<file path="src/rtl/cmd_trace_pkg.sv">
package cmd_trace_pkg;
  typedef enum logic {
    CAP_RUN  = 1'b0,
    CAP_HELD = 1'b1
  } cap_state_e;
endpackage

</file>
<file path="src/rtl/trace_fwd_stage.sv">
module trace_fwd_stage #(
  parameter int DATA_W = 16
) (
  input  logic              clk,
  input  logic              rst_n,
  input  logic              in_valid,
  input  logic              in_start,
  input  logic [DATA_W-1:0] in_word,
  output logic              out_valid,
  output logic              out_start,
  output logic [DATA_W-1:0] out_word
);
  logic              vld_q;
  logic              sof_q;
  logic [DATA_W-1:0] word_q;

  always_ff @(posedge clk or negedge rst_n) begin
    if (!rst_n) begin
      vld_q  <= 1'b0;
      sof_q  <= 1'b0;
      word_q <= '0;
    end else begin
      vld_q <= in_valid;
      if (in_valid) begin
        sof_q  <= in_start;
        word_q <= in_word;
      end
    end
  end

  assign out_valid = vld_q;
  assign out_start = sof_q;
  assign out_word  = word_q;


  fwd_delay_chk: assert property (@(posedge clk) disable iff (!rst_n)
    in_valid |=> (out_valid && out_word == $past(in_word) && out_start == $past(in_start)));
endmodule

</file>
<file path="src/rtl/trace_frame_chk.sv">
module trace_frame_chk #(
  parameter int CNT_W = 4
) (
  input  logic             clk,
  input  logic             rst_n,
  input  logic             valid,
  input  logic             start,
  input  logic [CNT_W-1:0] cnt_field,
  output logic             err
);
  logic [CNT_W-1:0] owed_q;
  logic [CNT_W-1:0] owed_d;
  logic             err_c;

  always_comb begin
    owed_d = owed_q;
    err_c  = 1'b0;
    if (valid) begin
      if (start) begin
        err_c  = (owed_q != '0);
        owed_d = cnt_field;
      end else begin
        err_c = (owed_q == '0);
        if (owed_q != '0) owed_d = owed_q - 1'b1;
      end
    end
  end

  always_ff @(posedge clk or negedge rst_n) begin
    if (!rst_n) owed_q <= '0;
    else        owed_q <= owed_d;
  end

  assign err = err_c;


  owed_idle_chk: assert property (@(posedge clk) disable iff (!rst_n)
    !valid |=> $stable(owed_q));

  body_err_chk: assert property (@(posedge clk) disable iff (!rst_n)
    (valid && !start && owed_q == '0) |-> err);
endmodule

</file>
<file path="src/rtl/trace_store.sv">
module trace_store
  import cmd_trace_pkg::*;
#(
  parameter int ENT_W = 17,
  parameter int DEPTH = 256
) (
  input  logic             clk,
  input  logic             rst_n,
  input  logic             arm,
  input  logic             wr_valid,
  input  logic [ENT_W-1:0] wr_entry,
  input  logic             wr_err,
  input  logic             rd_en,
  output logic [ENT_W-1:0] rd_data,
  output logic             frozen,
  output logic             alert
);
  localparam int AW = $clog2(DEPTH);

  logic [ENT_W-1:0] mem [DEPTH];
  cap_state_e       state_q, state_d;
  logic [AW-1:0]    wr_ptr_q, wr_ptr_d;
  logic [AW-1:0]    rd_ptr_q, rd_ptr_d;
  logic [ENT_W-1:0] rd_data_q, rd_data_d;
  logic             alert_q, alert_d;
  logic             cap_write;
  logic             rd_fire;

  assign cap_write = (state_q == CAP_RUN) && wr_valid && !arm;
  assign rd_fire   = (state_q == CAP_HELD) && rd_en && !arm;

  always_comb begin
    state_d   = state_q;
    wr_ptr_d  = wr_ptr_q;
    rd_ptr_d  = rd_ptr_q;
    rd_data_d = rd_data_q;
    alert_d   = alert_q;
    if (arm) begin
      state_d  = CAP_RUN;
      wr_ptr_d = '0;
      rd_ptr_d = '0;
      alert_d  = 1'b0;
    end else begin
      if (wr_valid && wr_err) alert_d = 1'b1;
      if (cap_write) begin
        wr_ptr_d = wr_ptr_q + 1'b1;
        rd_ptr_d = wr_ptr_q + 1'b1;
        if (wr_err) state_d = CAP_HELD;
      end else if (rd_fire) begin
        rd_ptr_d  = rd_ptr_q + 1'b1;
        rd_data_d = mem[rd_ptr_q];
      end
    end
  end

  always_ff @(posedge clk) begin
    if (cap_write) mem[wr_ptr_q] <= wr_entry;
  end

  always_ff @(posedge clk or negedge rst_n) begin
    if (!rst_n) begin
      state_q   <= CAP_RUN;
      wr_ptr_q  <= '0;
      rd_ptr_q  <= '0;
      rd_data_q <= '0;
      alert_q   <= 1'b0;
    end else begin
      state_q   <= state_d;
      wr_ptr_q  <= wr_ptr_d;
      rd_ptr_q  <= rd_ptr_d;
      rd_data_q <= rd_data_d;
      alert_q   <= alert_d;
    end
  end

  assign rd_data = rd_data_q;
  assign frozen  = (state_q == CAP_HELD);
  assign alert   = alert_q;


  alert_hold_chk: assert property (@(posedge clk) disable iff (!rst_n)
    (alert_q && !arm) |=> alert_q);

  held_no_write_chk: assert property (@(posedge clk) disable iff (!rst_n)
    (frozen && !arm) |=> (frozen && $stable(wr_ptr_q)));

  idle_read_chk: assert property (@(posedge clk) disable iff (!rst_n)
    !frozen |=> $stable(rd_data_q));

  arm_clear_chk: assert property (@(posedge clk) disable iff (!rst_n)
    arm |=> (!alert_q && !frozen && wr_ptr_q == '0));
endmodule

</file>
<file path="src/rtl/cmd_trace_freeze.sv">
module cmd_trace_freeze #(
  parameter int DATA_W = 16,
  parameter int DEPTH  = 256,
  parameter int CNT_W  = 4
) (
  input  logic              clk,
  input  logic              rst_n,
  input  logic              in_valid,
  input  logic              in_start,
  input  logic [DATA_W-1:0] in_word,
  input  logic              arm,
  input  logic              rd_en,
  output logic              out_valid,
  output logic              out_start,
  output logic [DATA_W-1:0] out_word,
  output logic [DATA_W:0]   rd_data,
  output logic              frozen,
  output logic              alert
);
  localparam int ENT_W = DATA_W + 1;

  logic frame_err;

  trace_fwd_stage #(.DATA_W(DATA_W)) u_fwd (
    .clk       (clk),
    .rst_n     (rst_n),
    .in_valid  (in_valid),
    .in_start  (in_start),
    .in_word   (in_word),
    .out_valid (out_valid),
    .out_start (out_start),
    .out_word  (out_word)
  );

  trace_frame_chk #(.CNT_W(CNT_W)) u_chk (
    .clk       (clk),
    .rst_n     (rst_n),
    .valid     (in_valid),
    .start     (in_start),
    .cnt_field (in_word[CNT_W-1:0]),
    .err       (frame_err)
  );

  trace_store #(.ENT_W(ENT_W), .DEPTH(DEPTH)) u_store (
    .clk      (clk),
    .rst_n    (rst_n),
    .arm      (arm),
    .wr_valid (in_valid),
    .wr_entry ({in_start, in_word}),
    .wr_err   (frame_err),
    .rd_en    (rd_en),
    .rd_data  (rd_data),
    .frozen   (frozen),
    .alert    (alert)
  );


  err_alert_chk: assert property (@(posedge clk) disable iff (!rst_n)
    (in_valid && frame_err && !arm) |=> alert);

  err_freeze_chk: assert property (@(posedge clk) disable iff (!rst_n)
    (in_valid && frame_err && !arm) |=> frozen);
endmodule

</file>
<file path="config.mk">
export PLATFORM = sky130hd
export DESIGN_NAME = cmd_trace_freeze
export DESIGN_NICKNAME = d
export VERILOG_FILES = /design/src/rtl/cmd_trace_pkg.sv /design/src/rtl/trace_fwd_stage.sv /design/src/rtl/trace_frame_chk.sv /design/src/rtl/trace_store.sv /design/src/rtl/cmd_trace_freeze.sv
export SDC_FILE = /design/constraint.sdc
export NUM_CORES = 2
export LEC_CHECK = 0
export BUFFER_PORTS_ARGS = -buffer_cell sky130_fd_sc_hd__buf_2
export CAP_MARGIN = 20
export CORE_ASPECT_RATIO = 1.2
export CORE_MARGIN = 2
export CORE_UTILIZATION = 40
export DETAILED_ROUTE_END_ITERATION = 16
export PLACE_DENSITY = 0.56
export SETUP_SLACK_MARGIN = 0.5
export SKIP_CTS_REPAIR_TIMING = 1
export SKIP_LAST_GASP = 1
export SLEW_MARGIN = 20
export SYNTH_ARGS = -nofsm -noshare
export SYNTH_HDL_FRONTEND = slang
export SYNTH_HIERARCHICAL = 1
export SYNTH_MEMORY_MAX_BITS = 65536
export SYNTH_SLANG_ARGS = --single-unit
</file>
<file path="constraint.sdc">
create_clock -name clk -period 3.6 [get_ports clk]
set_clock_uncertainty 0.2 [all_clocks]
set_input_delay 0.72 -clock clk [delete_from_list [all_inputs] [get_ports clk]]
set_output_delay 0.72 -clock clk [all_outputs]
set_load 0.01 [all_outputs]
</file>
After elaboration in Yosys (flattened, before gate mapping)
Memory sizes are Yosys's and may differ from the RTL's. A register that Yosys moved wholly into a read port is not among the register bits.
Index checks and enable logic that the tools add are counted.

storage, ports and cells
  bits in writable memories = 4,352
  output and inout port bits = 37
  memories kept = 1
  logic and storage cells = 48
  bits in registers = 40
  bits of input ports = 22

operators by class
  add/sub/neg operators = 3
  reductions and logical operators = 17
  muxes and demuxes = 16
  bitwise gates (word level) = 3

memory list
  name         depth  width  rd ports  clocked after memory_dff  wr ports  line               RTL
  u_store.mem  256    17     1         1                         1         trace_store.sv:20  logic [ENT_W-1:0] mem [DEPTH];

operator list
  cell                                               number
  two-way mux 8 bit                                  5
  adder 8 x 1 -> 8 bit (second input constant)       2
  two-way mux 1 bit                                  9
  two-way mux 4 bit                                  2
  nonzero test 2 bit                                 4
  logical AND 1 bit                                  5
  zero test 4 bit                                    1
  AND reduction 2 bit                                2
  nonzero test 4 bit                                 1
  subtractor 4 x 1 -> 4 bit (second input constant)  1
  NOT 1 bit                                          3
  AND reduction 3 bit                                1
  nonzero test 3 bit                                 1
  zero test 1 bit                                    2

Logic depth before layout (Yosys ltp)
  depth after elaboration = 6
  depth in mapped cells = 12
  mapped depth without buffers = 7

By module
Netlist, hierarchy kept.

by module, submodules not included
  module           times used  cells each  seq. area each (µm²)  area each (µm²)
  trace_store      1           8,017       131,561.2             169,141.0
  trace_fwd_stage  1           37          450.4                 710.7
  trace_frame_chk  1           29          100.1                 256.5

Least setup slack after synthesis
Ideal clock, no wire load.

  path kind = input-to-reg
  from = input port in_valid
  to = memory u_store.mem[235][0], enable pin
  data required time = 3.009 ns
  buffers on the path = 3
  cell stages on the path = 7
  path slack = 0.405 ns
  data arrival time = 2.605 ns
  setup time = 0.391 ns
  cell sequence = nand2b_1 -> clkbuf_1 -> nor2_1 -> clkbuf_1 -> nand3_1 -> clkbuf_1 -> nor2_1

between the ends
  cells in the longest elaborated chain, start to end = 4

RTL lines
  element                                  line                   RTL
  from (decl)                              cmd_trace_freeze.sv:8  input logic in_valid,
  logical AND 1 bit (2 in series)          trace_store.sv:29      assign cap_write = (state_q == CAP_RUN) && wr_valid && !arm;
  two-way mux 1 bit                        trace_store.sv:57      if (cap_write) mem[wr_ptr_q] <= wr_entry;
  two-way mux 1 bit (not written as such)  trace_store.sv:57
  to (decl)                                trace_store.sv:20

No other way between the ends.

==> implementation parameters <==
Parameter                              Value

Setup path
  Sort of element at the start of the critical path ... flip-flop
  Start point of the critical path ... u_store/rd_ptr_q[4]
  Worst setup path class ... reg2reg
  Slowest stage delay, CP ... 580 ps
  Crit-path slowest cell ... sky130_fd_sc_hd__dfrtp_4
  Peak fanout along the critical path ... 30
  Critical Path End Type ... flip-flop
  FF-to-FF Start ... u_store/rd_ptr_q[4]
  Crit path required time ... approximately 4300 ps
  Worst-path cell chain ... buf_12 -> nor2b_4 -> buf_12 -> buf_6 -> a22oi_2 -> nand3_1 -> nand4_1 -> buf_6 -> o41ai_2 -> buf_4 -> a41o_1
  Data arrival time of the worst path ... 4320 ps

Logic synthesis
  Post-synthesis xor/xnor area fraction ... 0.000721
  Avg Inst Size Synth ... roughly 21 µm²
  Number of library cell types mapped by synthesis ... 71
  Synth top area cells ... sky130_fd_sc_hd__edfxtp_1 (77%), sky130_fd_sc_hd__mux4_2 (11%), sky130_fd_sc_hd__mux2i_1 (2.9%), sky130_fd_sc_hd__dfrtp_1 (0.84%), sky130_fd_sc_hd__nor2_1 (0.74%)
  EDFF count, synth ... approximately 4400
  Post-synth ARST share ... 0.0129
  Top_reg_cell synth ... sky130_fd_sc_hd__edfxtp_1
  Post-Synth Simple-Gate Area ... 0.0254
  Post-synthesis compound-gate area fraction ... 0.0329
  Multiplexer area fraction after synthesis ... 0.147
  Dominant cell by count in the synthesized netlist ... sky130_fd_sc_hd__edfxtp_1
  Sequential area share after synthesis ... 0.777
  Synthesized-area fraction occupied by adder cells ... 0.000515
  Warnings from Yosys ... 6
  Netlist area before placement ... 170000 µm²
  Combinational family with the most area after synthesis ... multiplexers
  Top cells by count, synth ... sky130_fd_sc_hd__edfxtp_1 (4352), sky130_fd_sc_hd__mux4_2 (865), sky130_fd_sc_hd__mux2i_1 (493), sky130_fd_sc_hd__nor2_1 (337), sky130_fd_sc_hd__nand2_1 (254)
  Fraction of synthesized cell area taken by the top area cell type ... 0.768
  Number of register bits inferred by synthesis ... 4409
  Synthesized instance count ... between 8000 and 9000
  Net count of the mapped netlist ... slightly above 8000
  Cell taking the most area after synthesis ... sky130_fd_sc_hd__edfxtp_1

Final layout
  P&R area growth vs syn ... 18.1%
  Fillcell total ... between 30000 and 40000
  Fraction of layout cells with a size suffix above 1 ... 0.309
  Core occupancy in the finished layout ... 0.474
  Footprint of the flip-flops and latches ... about 130000 µm²
  Finished layout cell area ... 201000 µm²
  Area of the multi-input gates ... 36500 µm²
  Number of nets in the final layout ... 9139

Outcome
  Violated checks ... hold timing
  Run status ... finished with violations

Timing
  Fin. max-slew vios ... 0
  Hold violation total from the final report ... 3
  Worst-case headroom to the max-slew limit ... 0.245
  WHS ... -14.3 ps
  Transition time at the pin with the least slew margin ... 1120 ps
  Final cycle utilization of the critical path ... 0.994
  Unrepaired setup endpoints after global routing ... yes
  Final setup violation count ... 0
  Final setup TNS ... 0 ps
  Maximum achievable frequency ... 0.279 GHz
  Minimum period implied by the final worst setup slack ... approximately 3600 ps

Global route
  Number of global-route vias before repair ... between 80000 and 90000
  Pin count of the biggest net entering global routing ... 117
  GRT Residual Overflow ... 0
  Antenna violations before repair ... 30
  Overall global routing resource usage ... 0.224
  First-pass GRT wire length ... ~700 mm

Clocking
  Inserted Clock Buffers ... roughly 420
  Clock tree from TritonCTS ... done
  Clock Sink Count ... around 4400
  H-tree depth reported by CTS ... 5
  Deepest clock path buffer count ... 4
  Clock tree root buffer cell ... sky130_fd_sc_hd__clkbuf_16
  Latest clock arrival within the worst-skew pair ... 1030 ps
  Clock slew at the register clock pins of the worst setup and hold paths ... ~60 ps

Die
  Floorplan die area ... 431000 µm²
  Starting Density ... 0.401
  Number of top-level pins ... between 50 and 60
  Die Span Y ... approximately 720 µm
  Floorplan core area ... ~420000 µm²
  Die extent in x ... ~600 µm
  Number of cell rows ... 262

Power
  Power per standard cell area ... 547 nW/µm²
  VDD IR-drop max ... approximately 0.5 mV
  Static Leak ... ~63 nW

Placed design
  Post-detail-place hpwl ... 308 mm
  Placed Area ... ~180000 µm²
  Total of buffers placed on input and output ports ... a little under 60
  Final RePlAce weighted congestion ... around 0.92

Routing
  Number of DRC violations after detailed-routing iteration 0 ... about 10000
  Via-per-instance ratio ... a little under 6
  Remaining antenna violation count ... 0
  Number of search-and-repair iterations in the first detailed-routing pass ... 8
  DRC violation count after routing ... 0
  DR vias ... 88100
  Final WL ... 497 mm
  WL/cell ... ~33 µm

Min path
  Class of the most critical hold timing path ... in2reg
  Min-Delay Startpoint ... in_word[5]

Flow run
  Max-capacitance violation count ... 0
==> area by class of cell <==
cell class                      instances  area share
Sequential cell                      4409       0.658
Timing Repair Buffer                 1098      0.0560
Clock inverter                        250      0.0129
Tap cell                             5676      0.0354
Inverter                                8    0.000255
Multi-Input combinational cell       3172       0.182
Antenna cell                           16    0.000199
Clock buffer                          527      0.0557
==> layer usage <==
metal  track usage  up-vias  wire length (µm)
met4        0.0960        6             23100
met2         0.373     3750            247000
li1              -    35900                 -
met3        0.0359      781             35700
met5             0        -                41
met1         0.292    47600            191000
==> registers in the layout, indices dropped and copies added (netlist names) <==
signal / cells
u_store/mem: 4352
u_store/rd_data: 17
u_fwd/out_word: 16
u_store/rd_ptr_q: 8
u_store/wr_ptr_q: 8
u_chk/owed_q: 4
u_fwd/out_start: 1
u_fwd/out_valid: 1
u_store/alert: 1
u_store/frozen: 1
==> final timing paths <==
| path | cells after the start | end | slack, ps |
|---|---|---|---|
| max | 11 | u_store/rd_data[0] | 20 |
| min | 1 | u_store/mem[130][5] | -10 |
| max reg2reg | 11 | u_store/rd_data[0] | 20 |
| min reg2reg | 1 | u_fwd/out_start | 300 |
| max in group asynchronous | 3 | u_store/rd_data[7] | 2090 |
| min in group asynchronous | 2 | u_chk/owed_q[2] | 160 |
==> cells in the final DEF, fill, tap and decap left out, types with 84 or more instances in the layout <==
cell                        synthesis  routed
sky130_fd_sc_hd__edfxtp_1        4352    4352
sky130_fd_sc_hd__mux4_2           865     865
sky130_fd_sc_hd__buf_4             87     786
sky130_fd_sc_hd__mux2i_1          493     482
sky130_fd_sc_hd__clkbuf_16          0     444
sky130_fd_sc_hd__nand2_1          254     251
sky130_fd_sc_hd__nor2_1           337     212
sky130_fd_sc_hd__buf_12             1     168
sky130_fd_sc_hd__a21oi_1          138     137
sky130_fd_sc_hd__a22oi_1          150     132
sky130_fd_sc_hd__nor2_2             0     121
sky130_fd_sc_hd__o221ai_1         123     120
sky130_fd_sc_hd__o22ai_1          114     114
sky130_fd_sc_hd__nand3_1          107      91
sky130_fd_sc_hd__clkbuf_1         188      90
sky130_fd_sc_hd__clkinv_1           0      84
==> cells by family (layout without fill, tap and decap cells) <==
family	after synthesis	after routing
flops	4409	4409
mux	1410	1410
simple gates	954	955
compound gates	786	786
buf+inv	503	1883
xor+xnor	14	14
fa+ha+maj	7	7
other cells	0	16
==> power breakdown <==
part	total (W)	internal (W)	switching, W
combinational	0.00852	0.00367	0.00485
sequential	0.0568	0.0565	0.000299
clock	0.0446	0.0252	0.0194
==> critical path: cells and delay by family, from the launching register on <==
kind,cells,cell delay (ps)
compound gates,3,400
buf+inv,5,1220
flops,1,580
simple gates,3,900
==> stage by stage <==
| stage | worst slack [ps] | power [W] | hold WS, ps | cells |
|---|---|---|---|---|
| 6_report | 21.2 | 0.110 | -14.3 | 15200 |
| 5_1_grt | 65.7 | 0.113 | 13.0 | 15100 |
| 4_1_cts | -760 | 0.110 | -452 | 15000 |
| 3_5_place_dp | -921 | 0.0659 | 293 | 14300 |
| 3_3_place_gp | -1680 | 0.0657 | 279 | 14200 |
| 2_1_floorplan | 405 | 0.0621 | 224 | 8083 |
(Power assumes the default switching activity.)
